**config.mk**
```make
export PLATFORM = sky130hd
export DESIGN_NAME = vdma_engine
export DESIGN_NICKNAME = d
export VERILOG_FILES = /design/src/rtl/vdma_pkg.sv /design/src/rtl/vdma_mover.sv /design/src/rtl/vdma_regs.sv /design/src/rtl/vdma_engine.sv
export SDC_FILE = /design/constraint.sdc
export NUM_CORES = 1
export LEC_CHECK = 0
export ABC_AREA = 1
export CAP_MARGIN = 20
export CORE_UTILIZATION = 49
export DETAILED_ROUTE_END_ITERATION = 8
export GPL_ROUTABILITY_DRIVEN = 0
export GPL_TIMING_DRIVEN = 0
export PLACE_DENSITY_LB_ADDON = 0.12
export SLEW_MARGIN = 10
export SYNTH_ARGS = -nofsm -noshare
export SYNTH_HDL_FRONTEND = slang
export SYNTH_SLANG_ARGS = --single-unit
export TNS_END_PERCENT = 10
```
**constraint.sdc**
```tcl
create_clock -name clk -period 1.7 [get_ports clk]
set_clock_uncertainty 0.15 [all_clocks]
set_input_delay 0.425 -clock clk [delete_from_list [all_inputs] [get_ports clk]]
set_output_delay 0.425 -clock clk [all_outputs]
set_load 0.01 [all_outputs]
```
**src/rtl/vdma_pkg.sv**
```systemverilog
package vdma_pkg;
  typedef enum logic [1:0] {MV_IDLE, MV_READ, MV_WRITE} mv_state_t;

  localparam logic [2:0] SEL_SRC_HI = 3'd0;
  localparam logic [2:0] SEL_SRC_LO = 3'd1;
  localparam logic [2:0] SEL_DST_HI = 3'd2;
  localparam logic [2:0] SEL_DST_LO = 3'd3;
  localparam logic [2:0] SEL_CTRL   = 3'd4;

  localparam logic [15:0] SRC_ALIGN_MASK = 16'hFFF0;
  localparam logic [15:0] DST_OFS_MASK   = 16'h1FF0;
  localparam logic [15:0] DST_BASE       = 16'h8000;
  localparam logic [2:0]  VRAM_WINDOW    = 3'b100;
  localparam logic [7:0]  RB_IDLE        = 8'hFF;
endpackage

```
**src/rtl/vdma_mover.sv**
```systemverilog
module vdma_mover
  import vdma_pkg::*;
#(
  parameter int ADDR_W = 16,
  parameter int CNT_W  = 12
) (
  input  logic              clk,
  input  logic              rst_n,
  input  logic              ld,
  input  logic [ADDR_W-1:0] ld_src,
  input  logic [ADDR_W-1:0] ld_dst,
  input  logic              go,
  input  logic [CNT_W-1:0]  go_len,
  output logic              busy,
  output logic              src_rd,
  output logic [ADDR_W-1:0] src_addr,
  output logic              dst_wr,
  output logic [ADDR_W-1:0] dst_addr,
  output logic              blk_end,
  output logic [ADDR_W-1:0] src_after,
  output logic [ADDR_W-1:0] dst_after,
  output logic              done
);
  mv_state_t         st;
  logic [ADDR_W-1:0] sp, dp;
  logic [CNT_W-1:0]  left;
  logic              done_q;
  logic              last;

  assign last = (left == CNT_W'(1));

  always_ff @(posedge clk) begin
    if (!rst_n) begin
      st     <= MV_IDLE;
      sp     <= '0;
      dp     <= '0;
      left   <= '0;
      done_q <= 1'b0;
    end else begin
      done_q <= 1'b0;
      if (ld) begin
        sp <= ld_src;
        dp <= ld_dst;
      end
      case (st)
        MV_IDLE: if (go) begin
          left <= go_len;
          st   <= MV_READ;
        end
        MV_READ: st <= MV_WRITE;
        MV_WRITE: begin
          sp   <= sp + ADDR_W'(1);
          dp   <= dp + ADDR_W'(1);
          left <= left - CNT_W'(1);
          if (last) begin
            st     <= MV_IDLE;
            done_q <= 1'b1;
          end else begin
            st <= MV_READ;
          end
        end
        default: st <= MV_IDLE;
      endcase
    end
  end

  assign busy      = (st != MV_IDLE);
  assign src_rd    = (st == MV_READ);
  assign dst_wr    = (st == MV_WRITE);
  assign src_addr  = sp;
  assign dst_addr  = dp;
  assign blk_end   = (st == MV_WRITE) && last;
  assign src_after = sp + ADDR_W'(1);
  assign dst_after = dp + ADDR_W'(1);
  assign done      = done_q;
endmodule

```
**src/rtl/vdma_regs.sv**
```systemverilog
module vdma_regs
  import vdma_pkg::*;
#(
  parameter int BLK_BYTES = 16,
  parameter int LEN_W     = 7,
  parameter int CNT_W     = 12
) (
  input  logic             clk,
  input  logic             rst_n,
  input  logic             reg_wr,
  input  logic [2:0]       reg_sel,
  input  logic [7:0]       reg_wdata,
  input  logic             lcd_on,
  input  logic [1:0]       video_mode,
  input  logic             busy,
  input  logic             blk_end,
  input  logic [15:0]      src_after,
  input  logic [15:0]      dst_after,
  output logic [7:0]       ctrl_rdata,
  output logic             ld,
  output logic [15:0]      ld_src,
  output logic [15:0]      ld_dst,
  output logic             go,
  output logic [CNT_W-1:0] go_len
);
  localparam int BLK_SHIFT = $clog2(BLK_BYTES);

  logic [7:0] src_hi, src_lo, dst_hi, dst_lo, rb;
  logic       pending;
  logic [1:0] prev_mode;

  logic ctl_wr, bad_src, hb_now, hb_entry, start_ok, accept, go_write, go_hb, v_blank;
  logic [7:0] rb_dec;

  assign v_blank  = reg_wdata[7];
  assign ctl_wr   = reg_wr && !busy && (reg_sel == SEL_CTRL);
  assign ld_src   = {src_hi, src_lo} & SRC_ALIGN_MASK;
  assign ld_dst   = ({dst_hi, dst_lo} & DST_OFS_MASK) | DST_BASE;
  assign bad_src  = (ld_src[15:13] == VRAM_WINDOW);
  assign hb_now   = lcd_on && (video_mode == 2'd0);
  assign hb_entry = hb_now && (prev_mode != 2'd0);
  assign start_ok = (!pending && !v_blank) || hb_now;
  assign accept   = ctl_wr && !bad_src;
  assign go_write = accept && start_ok;
  assign go_hb    = pending && hb_entry && !busy && !ctl_wr;
  assign ld       = accept;
  assign go       = go_write || go_hb;
  assign go_len   = (go_write && !v_blank)
                    ? ((CNT_W'(reg_wdata[LEN_W-1:0]) + CNT_W'(1)) << BLK_SHIFT)
                    : CNT_W'(BLK_BYTES);
  assign rb_dec   = rb - 8'd1;
  assign ctrl_rdata = rb;

  always_ff @(posedge clk) begin
    if (!rst_n) begin
      src_hi    <= '0;
      src_lo    <= '0;
      dst_hi    <= '0;
      dst_lo    <= '0;
      rb        <= RB_IDLE;
      pending   <= 1'b0;
      prev_mode <= 2'd0;
    end else begin
      prev_mode <= video_mode;
      if (blk_end) begin
        {src_hi, src_lo} <= src_after;
        {dst_hi, dst_lo} <= dst_after;
        if (pending) begin
          rb <= rb_dec;
          if (rb_dec == RB_IDLE) pending <= 1'b0;
        end else begin
          rb <= RB_IDLE;
        end
      end
      if (reg_wr && !busy) begin
        case (reg_sel)
          SEL_SRC_HI: src_hi <= reg_wdata;
          SEL_SRC_LO: src_lo <= reg_wdata;
          SEL_DST_HI: dst_hi <= reg_wdata;
          SEL_DST_LO: dst_lo <= reg_wdata;
          SEL_CTRL: begin
            if (bad_src) begin
              rb <= reg_wdata | 8'h80;
            end else begin
              pending <= v_blank;
              if (!start_ok && v_blank && !lcd_on)
                rb <= 8'h80 | ((reg_wdata + 8'd1) & 8'h7F);
              else
                rb <= reg_wdata & 8'h7F;
            end
          end
          default: ;
        endcase
      end
    end
  end
endmodule

```
**src/rtl/vdma_engine.sv**
```systemverilog
module vdma_engine
  import vdma_pkg::*;
#(
  parameter int BLK_BYTES = 16,
  parameter int LEN_W     = 7
) (
  input  logic        clk,
  input  logic        rst_n,
  input  logic        reg_wr,
  input  logic [2:0]  reg_sel,
  input  logic [7:0]  reg_wdata,
  output logic [7:0]  ctrl_rdata,
  input  logic        lcd_on,
  input  logic [1:0]  video_mode,
  output logic        src_rd,
  output logic [15:0] src_addr,
  input  logic [7:0]  src_rdata,
  output logic        dst_wr,
  output logic [15:0] dst_addr,
  output logic [7:0]  dst_wdata,
  output logic        cpu_stall,
  output logic        blk_done
);
  localparam int CNT_W = LEN_W + $clog2(BLK_BYTES) + 1;

  logic             ld, go, busy, blk_end;
  logic [15:0]      ld_src, ld_dst, src_after, dst_after;
  logic [CNT_W-1:0] go_len;

  vdma_regs #(.BLK_BYTES(BLK_BYTES), .LEN_W(LEN_W), .CNT_W(CNT_W)) u_regs (
    .clk(clk), .rst_n(rst_n), .reg_wr(reg_wr), .reg_sel(reg_sel),
    .reg_wdata(reg_wdata), .lcd_on(lcd_on), .video_mode(video_mode),
    .busy(busy), .blk_end(blk_end), .src_after(src_after), .dst_after(dst_after),
    .ctrl_rdata(ctrl_rdata), .ld(ld), .ld_src(ld_src), .ld_dst(ld_dst),
    .go(go), .go_len(go_len)
  );

  vdma_mover #(.ADDR_W(16), .CNT_W(CNT_W)) u_mover (
    .clk(clk), .rst_n(rst_n), .ld(ld), .ld_src(ld_src), .ld_dst(ld_dst),
    .go(go), .go_len(go_len), .busy(busy), .src_rd(src_rd), .src_addr(src_addr),
    .dst_wr(dst_wr), .dst_addr(dst_addr), .blk_end(blk_end),
    .src_after(src_after), .dst_after(dst_after), .done(blk_done)
  );

  assign dst_wdata = src_rdata;
  assign cpu_stall = busy;
endmodule

```
======== Word-level counts from Yosys, hierarchy flattened ========
Index checks and enable logic that the tools add are counted.
word-level totals
  register bits after elaboration ......... 90
  input bits .............................. 25
  output and inout bits ................... 52
  word-level logic and storage cells ...... 95
operators by class
  add/sub/neg operators ................... 6
  eq/ne operators ......................... 10
  multiplexer cells ....................... 35
  reductions and logical operators ........ 32
operator list
  kind                                                                    number
  8-bit two-way mux                                                       18
  16-bit two-way mux                                                      4
  16-bit by 1-bit adder with 16-bit output, second input constant         2
  12-bit two-way mux                                                      2
  12-bit one-hot mux with 2 select lines                                  1
  1-bit logical AND                                                       14
  12-bit by 1-bit equality test with 1-bit output, second input constant  1
  12-bit by 1-bit subtractor with 12-bit output, second input constant    1
  7-bit by 1-bit adder with 8-bit output, second input constant           1
  8-bit equality test, second input constant                              1
  1-bit two-way mux                                                       8
  2-bit nonzero test                                                      4
  8-bit by 1-bit subtractor with 8-bit output, second input constant      1
  7-bit by 1-bit adder with 7-bit output, second input constant           1
  1-bit zero test                                                         7
  3-bit by 2-bit equality test with 1-bit output, second input constant   2
  3-bit equality test, second input constant                              2
  2-bit one-hot mux with 3 select lines                                   1
  2-bit zero test                                                         2
  2-bit AND reduction                                                     2
  3-bit by 1-bit equality test with 1-bit output, second input constant   1
  3-bit zero test                                                         1
  2-bit by 1-bit equality test with 1-bit output, second input constant   1
  2-bit equality test, second input constant                              1
  3 further kinds                                                         4

======== Depth between registers and ports, before layout ========
Gate-level depths: netlist of run 1.
  depth after elaboration ................. 10
  mapped depth ............................ 12
  depth with buffers taken out ............ 12

======== By module ========
From an unflattened synthesis of run 1, not the netlist that was laid out.
unflattened totals
  cell total of the unflattened synthesis .. 809
  area, all modules ....................... 5146.2 um2
modules (own cells, without submodules)
  module       times used  cells an instance  area each (um2)  sequential area each (um2)
  vdma_mover   1           484                3007.9           940.9
  vdma_regs    1           317                2078.2           640.6
  vdma_engine  1           8                  60.1             0.0

======== Worst setup path before layout of run 1 ========
OpenSTA, ideal clock, no wires.
  kind .................................... reg-to-reg
  from .................................... register u_mover.sp[0], in the netlist u_mover.src_addr[0]
  to ...................................... register u_mover.sp[14], in the netlist u_mover.src_addr[14]
  library setup time ...................... 0.133 ns
  arrival ................................. 1.413 ns
  required time ........................... 1.417 ns
  path slack .............................. 0.005 ns
  stages on the path, launching flop included .. 9
  buffers on the path ..................... 0
  clock period less this slack ............ 1.695 ns
  cell sequence ........................... dfxtp_1 -> ha_1 -> nand4_1 -> nor2_1 -> nand3_1 -> nand2_1 -> nand2_1 -> nand2_1 -> a31oi_1
between the ends
  cells in the longest elaborated chain, start to end .. 2
RTL lines
  item                                      RTL line          RTL
  start, declared                           vdma_mover.sv:25  logic [ADDR_W-1:0] sp, dp;
  start signal, assigned                    vdma_mover.sv:42  sp <= ld_src;
  start signal, assigned                    vdma_mover.sv:52  sp <= sp + ADDR_W'(1);
  16-bit by 1-bit adder with 16-bit output  vdma_mover.sv:52
  16-bit two-way mux                        vdma_mover.sv:45  case (st)
Every way passes these cells.
A chain may end at the register's enable or synchronous reset.

======== Worst setup path in the final report of run 1 ========
  from .................................... register u_mover.left[0]
  to ...................................... register u_regs.src_hi[3]
between the ends
  cells in the longest elaborated chain, start to end .. 5
RTL lines
  item                                                 RTL line          RTL
  start, declared                                      vdma_mover.sv:26  logic [CNT_W-1:0] left;
  start signal, assigned                               vdma_mover.sv:47  left <= go_len;
  start signal, assigned                               vdma_mover.sv:54  left <= left - CNT_W'(1);
  12-bit by 1-bit equality test with 1-bit output (*)  vdma_mover.sv:30  assign last = (left == CNT_W'(1));
  1-bit logical AND (*)                                vdma_mover.sv:72  assign blk_end = (st == MV_WRITE) && last;
  8-bit two-way mux (*)                                vdma_regs.sv:65   if (blk_end) begin
  8-bit two-way mux                                    vdma_regs.sv:76   case (reg_sel)
  8-bit two-way mux (*)                                vdma_regs.sv:75   if (reg_wr && !busy) begin
  end signal, assigned                                 vdma_regs.sv:66   {src_hi, src_lo} <= src_after;
  end signal, assigned                                 vdma_regs.sv:77   SEL_SRC_HI: src_hi <= reg_wdata;
  end, declared                                        vdma_regs.sv:28   logic [7:0] src_hi, src_lo, dst_hi, dst_lo, rb;
Every way passes the cells marked *; elsewhere a longest branch is shown, timed or not.

==> results of run 1 <==
area by class of cell:
cell class,instances,area share
Multi-Input combinational cell,533,0.458
Sequential cell,79,0.255
Timing Repair Buffer,99,0.141
Inverter,89,0.0546
Buffer,34,0.0419
Tap cell,129,0.0251
Clock buffer,9,0.0192
Clock inverter,5,0.00583
through the flow:
| stage | instances | power (uW) |
|---|---|---|
| finish | 977 | 3670 |
| global route | 977 | 3790 |
| CTS | 972 | 3650 |
| detailed placement | 930 | 2410 |
| global placement | 930 | 2400 |
| floorplan | 735 | 2230 |
layer usage:
layer  up-vias  part of all wire  global-route usage
met1      2566              0.39               0.413
li1       2652                 -                   -
met2       393              0.45               0.541
met4         0             0.048               0.157
met3        83              0.11              0.0614
met5         -                 0                   0
critical path, stage by stage (launching register included):
cell     delay, ns
dfxtp_4       0.38
ha_4          0.13
inv_2         0.04
nor2_2        0.09
nand2_2       0.07
nor2_4        0.11
nand4_4       0.21
buf_4         0.22
buf_6         0.13
a21oi_2       0.15
a21oi_1       0.09
state kept, by name, indices dropped and copies added (netlist names), 2 cells and up:
name and cells:
u_mover.dst_addr 16, u_mover.src_addr 16, u_mover.left 12, u_regs.ctrl_rdata 8, u_regs.src_hi 8, u_regs.dst_hi 5, u_regs.dst_lo 4, u_regs.src_lo 4
u_mover.st 2, u_regs.prev_mode 2
cells in the final DEF (no fill, tap or decap), drive strengths merged:
cell type | netlist | routed
nor4 | 1 | 1
clkdlybuf4s50 | 0 | 14
xnor2 | 1 | 1
a31o | 1 | 1
nor3 | 19 | 19
clkinvlp | 0 | 3
clkinv | 1 | 4
buf | 22 | 57
xor2 | 15 | 15
o21ai | 68 | 68
clkbuf | 12 | 22
inv | 88 | 87
nand4 | 19 | 19
dfxtp | 79 | 79
a31oi | 12 | 12
a21oi | 71 | 71
o31ai | 1 | 1
o21bai | 1 | 1
o21a | 1 | 1
a211oi | 1 | 1
ha | 6 | 6
nand2 | 170 | 170
dlygate4sd2 | 0 | 46
o22ai | 3 | 3
nand3b | 1 | 1
nor2 | 72 | 72
dlymetal6s2s | 0 | 1
or2 | 3 | 3
o211ai | 8 | 8
clkdlybuf4s15 | 0 | 2
nand3 | 59 | 59
power breakdown:
part	total [uW]	switching, uW	internal (uW)
clock	1250	734	516
sequential	1920	37.7	1880
combinational	508	313	195
total	3670	1090	2590
path summary, 6_finish.rpt:
path / depth (start not counted) / slack (ns) / end / from
worst max-delay path: 10 / -0.19 / u_regs.src_hi[3] / u_mover.left[0]
worst min-delay path: 1 / 0.31 / u_mover.dst_addr[0] / u_mover.dst_addr[0]
worst max register to register: 10 / -0.19 / u_regs.src_hi[3] / u_mover.left[0]
worst min register to register: 1 / 0.31 / u_mover.dst_addr[0] / u_mover.dst_addr[0]
logic make-up after synthesis:
kind of cell	count (synthesis)
compound gates	167
xor+xnor	16
fa+ha+maj	6
buf+inv	123
flops	79
simple gates	344
timing repair:
action	CTS	global route
setup endpoints to repair	120	72
buffers inserted	24	6
endpoints found under the hold margin	0	0
resized for setup	155	67
pin swaps	21	19
gates cloned	4	0
==> impl_results.md, run 1 <==
- Run status: finished, violations left
- Failing checks: negative setup slack
- Mapped Area: between 0.004 and 0.005 mm^2
- Number of flops mapped to enable cells by yosys: 0
- Final Cell Area: 0.00644 mm^2
- Layout area overhead: 33.7%
- PortBufs: 66
- Initial antenna violation count: 0
- P_leak: 0.00283 uW
- Crit Path Class: reg -> reg
- Synth Area in XOR/XNOR: 0.0291
- Initial drt markers: 570
- TritonCTS clock tree: yes
- Final WS setup: -0.189 ns
- Critical Path Start Type: flip-flop
- Slew Limit Fails: 0
- WL per Instance: 17.2 um
- Remaining DRCs: 0
- Crit-path max FO: 7
- Largest cells by area after synthesis: dfxtp_1 (33%), nand2_1 (13%), a21oi_1 (7.3%)
- Multi-input combinational cell area: 0.00295 mm^2
- First-pass GRT wire length: 25600 um
- Setup Total Neg Slack: -4.28 ns
- Number of global-route vias before repair: 5171
- Pin count of the biggest net entering global routing: 14
- Core Rows: 35
- Drt first pass iters: 5
- Synthesized-area fraction occupied by adder cells: 0.0156
- Max VDD drop: 0.436 mV
- Synth top cells by count: nand2_1 (162), dfxtp_1 (79), inv_1 (79)
- Post-layout minimum cycle time: roughly 1.9 ns
- Slew margin rel.: 0.483
- Leading area contributor after synthesis: dfxtp_1
- Ys async rst share: 0
- Inserted Clock Buffers: 9
- CP required: ~1.8 ns
- Max_cap viols: 0
- IO Pins: 77
- Die Ht: 101 um
- Synthesized instance count: 735
- DP HPWL: 11000 um
- Die Width: 101 um
- Tcrit/Tclk final: 1.11
- CORE AREA: about 0.0094 mm^2
- Gr usage total: 0.328
- Highest Clock Rate: 0.529 GHz
- Synthesis-stage register bit count: 79
- Worst-path clk slew: ~0.09 ns
- Placed Area: 0.00564 mm^2
- Vias/cell: between 5 and 6
- Most common cell in the synthesized netlist: nand2_1
- NumNets Final: 876
- Mean post-synth cell area: 6.56 um^2
- Sequential share of the synthesized area: 0.328
- Most used flip-flop cell after synthesis: dfxtp_1
- Synth Area in Simple Gates: 0.329
- Routed Wire Length: ~17000 um
- Fill cells: 835
- Layout cells sized above 1: 0.231
- Placement-stage worst setup slack: -0.740 ns
- Antenna Diode Count: 0
- Clk root buf: clkbuf_8
- Setup Viol. Count Final: 41
- Worst Setup End Kind: flip-flop
- Sink Count: 79
- CP arrival: 1.99 ns
- Final hold vios: 0
- Area share of the largest cell type after synthesis: 0.328
- Final Util: 0.687
- PwrDens: 570 mW/mm^2
- Sequential Area: 0.00164 mm^2
- Ys Warns: 0
- Synthesized net count: 766
- HP Class: reg -> reg
- Mux contribution to synthesized area: 0
- Vias: 5694
- Die area: 0.0102 mm^2
- Tightest Pin Transition: 0.776 ns
- H-Tree Depth: 3
- Global route overflow: 0
- Synth Area in Compound Gates: 0.186
- Worst skew pair latency: roughly 0.36 ns
- Netlist cell types: 43
- Unrepaired setup endpoints after global routing: true
- Antenna-violating nets left: 0
- Hold slack final: between 0.3 and 0.4 ns
- Initial Util: 0.514
- CTS Hold Buffers Added: 0
- CTS max path bufs: 2
- Largest family of logic cells by synthesized area: simple AND/OR/NAND/NOR gates
No activity file was read; power rests on OpenSTA's default activity.
==> run 2: changes to the inputs <==
--- a/config.mk
+++ b/config.mk
@@ -8,11 +8,12 @@
 export ABC_AREA = 1
 export CAP_MARGIN = 20
 export CORE_UTILIZATION = 49
+export CTS_BUF_LIST = sky130_fd_sc_hd__clkbuf_16
 export DETAILED_ROUTE_END_ITERATION = 8
 export GPL_ROUTABILITY_DRIVEN = 0
 export GPL_TIMING_DRIVEN = 0
 export PLACE_DENSITY_LB_ADDON = 0.12
-export SLEW_MARGIN = 10
+export SLEW_MARGIN = 20
 export SYNTH_ARGS = -nofsm -noshare
 export SYNTH_HDL_FRONTEND = slang
 export SYNTH_SLANG_ARGS = --single-unit
==> run 2 against run 1 <==
Effect of this change: the run still ends with negative setup slack left; via count up 0.21%; sequential share of layout area down 0.42 points; register-to-register slack better by 0.02 ns; largest cell class unchanged.
==> impl_results.md, run 2 (synthesis gave the netlist of run 1 again) <==
- Sequential Power Share: 0.455 (-0.066)
- Vias/cell: 5.86 (+0.52%)
- Met3 routed WL: 1610 um (-8.8%)
- Switching Share: 0.276 (-0.0197)
- Critical Path Start Type: flip-flop
- Inserted Clock Buffers: 9 (unchanged)
- Layout area overhead: 35.3%
- Crit-path max FO: 7 (unchanged)
- P_leak: 0.00286 uW (+1.1%)
- CTS Hold Buffers Added: 0 (unchanged)
- Clock power share: 0.424 (+0.084)
- Drt first pass iters: 6 (+1)
- CP required: 1.76 ns (-0.04 ns)
- Final Util: 0.696 (+0.00828)
- Number of global-route vias before repair: 5323 (+2.9%)
- IO Pins: 77 (unchanged)
- Routed length on met1: 6580 um (about the same)
- Worst-path clk slew: 0.06 ns (-0.03 ns)
- Setup Viol. Count Final: 39 (-4.9%)
- Placed Area: 0.00564 mm^2 (unchanged)
- WL per Instance: 17.2 um (about the same)
- Most frequent cells in the layout: nand2_1 (146), inv_1 (73), a21oi_1 (61)
- DR top layer: met4
- P_int: 3050 uW (+18%)
- Initial drt markers: 728 (+28%)
- H-Tree Depth: 3 (unchanged)
- Final Cell Area: 0.00652 mm^2 (+1.2%)
- Met2 WL: 7820 um (+2.7%)
- Die Ht: 101 um (unchanged)
- Highest Clock Rate: 0.535 GHz (+1.1%)
- Remaining DRCs: 0 (unchanged)
- Antenna Diode Count: 0 (unchanged)
- Post-layout minimum cycle time: 1.87 ns (-0.0212 ns)
- PortBufs: 66 (unchanged)
- Unrepaired setup endpoints after global routing: true
- Gr usage total: 0.336 (+0.00853)
- DP HPWL: 11000 um (unchanged)
- Final hold vios: 0 (unchanged)
- Tightest Pin Transition: 0.760 ns (-0.0157 ns)
- Run status: finished, violations left
- Sw power: 1160 uW (+7.0%)
- Initial Util: 0.514 (unchanged)
- CP arrival: 1.93 ns (-0.06 ns)
- TritonCTS clock tree: yes
- Clk root buf: clkbuf_16
- Hold slack final: 0.317 ns (+0.00247 ns)
- Worst Setup End Kind: flip-flop
- Worst skew pair latency: 0.34 ns (-0.02 ns)
- Layout cells sized above 1: 0.227 (-0.00391)
- Slew Limit Fails: 0 (unchanged)
- Final WS setup: -0.168 ns (+0.0212 ns)
- Core Rows: 35 (unchanged)
- Routed Wire Length: 16700 um (-0.34%)
- First-pass GRT wire length: 26200 um (+2.4%)
- Die Width: 101 um (unchanged)
- Max VDD drop: 0.490 mV (+12%)
- Failing checks: negative setup slack
- Share of total power in combinational logic: 0.120 (-0.018)
- Max_cap viols: 0 (unchanged)
- PwrDens: 646 mW/mm^2 (+13%)
- Sink Count: 79 (unchanged)
- Initial antenna violation count: 0 (unchanged)
- Pin count of the biggest net entering global routing: 14 (unchanged)
- Vias: 5706 (+0.21%)
- Slew margin rel.: 0.493 (+0.0105)
- Die area: 0.0102 mm^2 (unchanged)
- NumNets Final: 873 (-0.34%)
- CORE AREA: 0.00937 mm^2 (unchanged)
- Crit Path Class: reg -> reg
- Tcrit/Tclk final: 1.10 (-0.0125)
- HP Class: reg -> reg
- Global route overflow: 0 (unchanged)
- Antenna-violating nets left: 0 (unchanged)
- Fill cells: 817 (-2.2%)
- CTS max path bufs: 2 (unchanged)
- Most common cell after layout, fill and taps aside: nand2_1
==> run 2: changes by cell type in the layout (fill, tap and decap cells not counted), moves of 3 or more <==
| cell | before | now |
|---|---|---|
| dfxtp_2 | 25 | 22 |
| clkbuf_16 | 1 | 9 |
| dfxtp_1 | 46 | 50 |
| a21oi_1 | 64 | 61 |
| clkbuf_8 | 9 | 1 |
| buf_4 | 33 | 30 |
==> run 2: worst max-delay path, stage by stage (launching register included) <==
cell and delay [ns]:
dfxtp_2 0.32, inv_2 0.07, ha_4 0.13, inv_2 0.03, nor2_2 0.11, nand2_2 0.07
nor2_4 0.11, nand4_4 0.21, buf_6 0.21, nor2_2 0.07, nand3_1 0.08, nand2_1 0.11
a21oi_2 0.05
==> run 2: power by group through the flow <==
| stage | clock network [uW] | registers [uW] | logic (uW) |
|---|---|---|---|
| floorplan | 0 | 1960 | 265 |
| global placement | 0 | 1960 | 441 |
| detailed placement | 0 | 1960 | 446 |
| CTS | 1790 | 1920 | 472 |
| global route | 1860 | 1920 | 541 |
| finish | 1790 | 1920 | 507 |
==> run 2: worst paths after layout <==
path,cells after the start,end,slack [ns],startpoint
worst max-delay path,12,u_regs.pending,-0.17,u_mover.left[1]
worst max register to register,12,u_regs.pending,-0.17,u_mover.left[1]
worst min register to register,2,u_mover.left[1],0.32,u_mover.left[1]
worst min-delay path,2,u_mover.left[1],0.32,u_mover.left[1]
==> run 2: metrics by stage <==
step / TNS, ns / setup WS (ns) / power, uW / instances
finish: -3.58 / -0.168 / 4210 / 974
global route: -8.24 / -0.264 / 4320 / 974
CTS: -2.23 / -0.131 / 4180 / 972
detailed placement: -38.50 / -0.740 / 2410 / 930
global placement: -35.35 / -0.744 / 2400 / 930
floorplan: 0 / 0.00459 / 2230 / 735
==> run 2: layout make-up <==
cell class | count | area (um^2) | area share
timing repair buffer | 97 | 900 | 0.138
inverter | 89 | 352 | 0.0539
buffer | 33 | 251 | 0.0386
clock buffer | 9 | 225 | 0.0345
tap | 129 | 161 | 0.0248
sequential | 79 | 1640 | 0.251
clock inverter | 5 | 37.5 | 0.00576
multi-input combinational | 533 | 2960 | 0.454
==> run 2: routing by layer <==
layer / track usage / vias up
met3: 0.0600 / 73
met1: 0.416 / 2642
met5: 0 / -
li1: - / 2647
met2: 0.551 / 344
met4: 0.196 / 0
==> run 2: what timing repair did <==
action,4_1_cts,5_1_grt
setup buffers,24,4
gates cloned,4,0
pin swaps,21,32
endpoints found under the setup margin,120,72
gates resized for setup,156,64
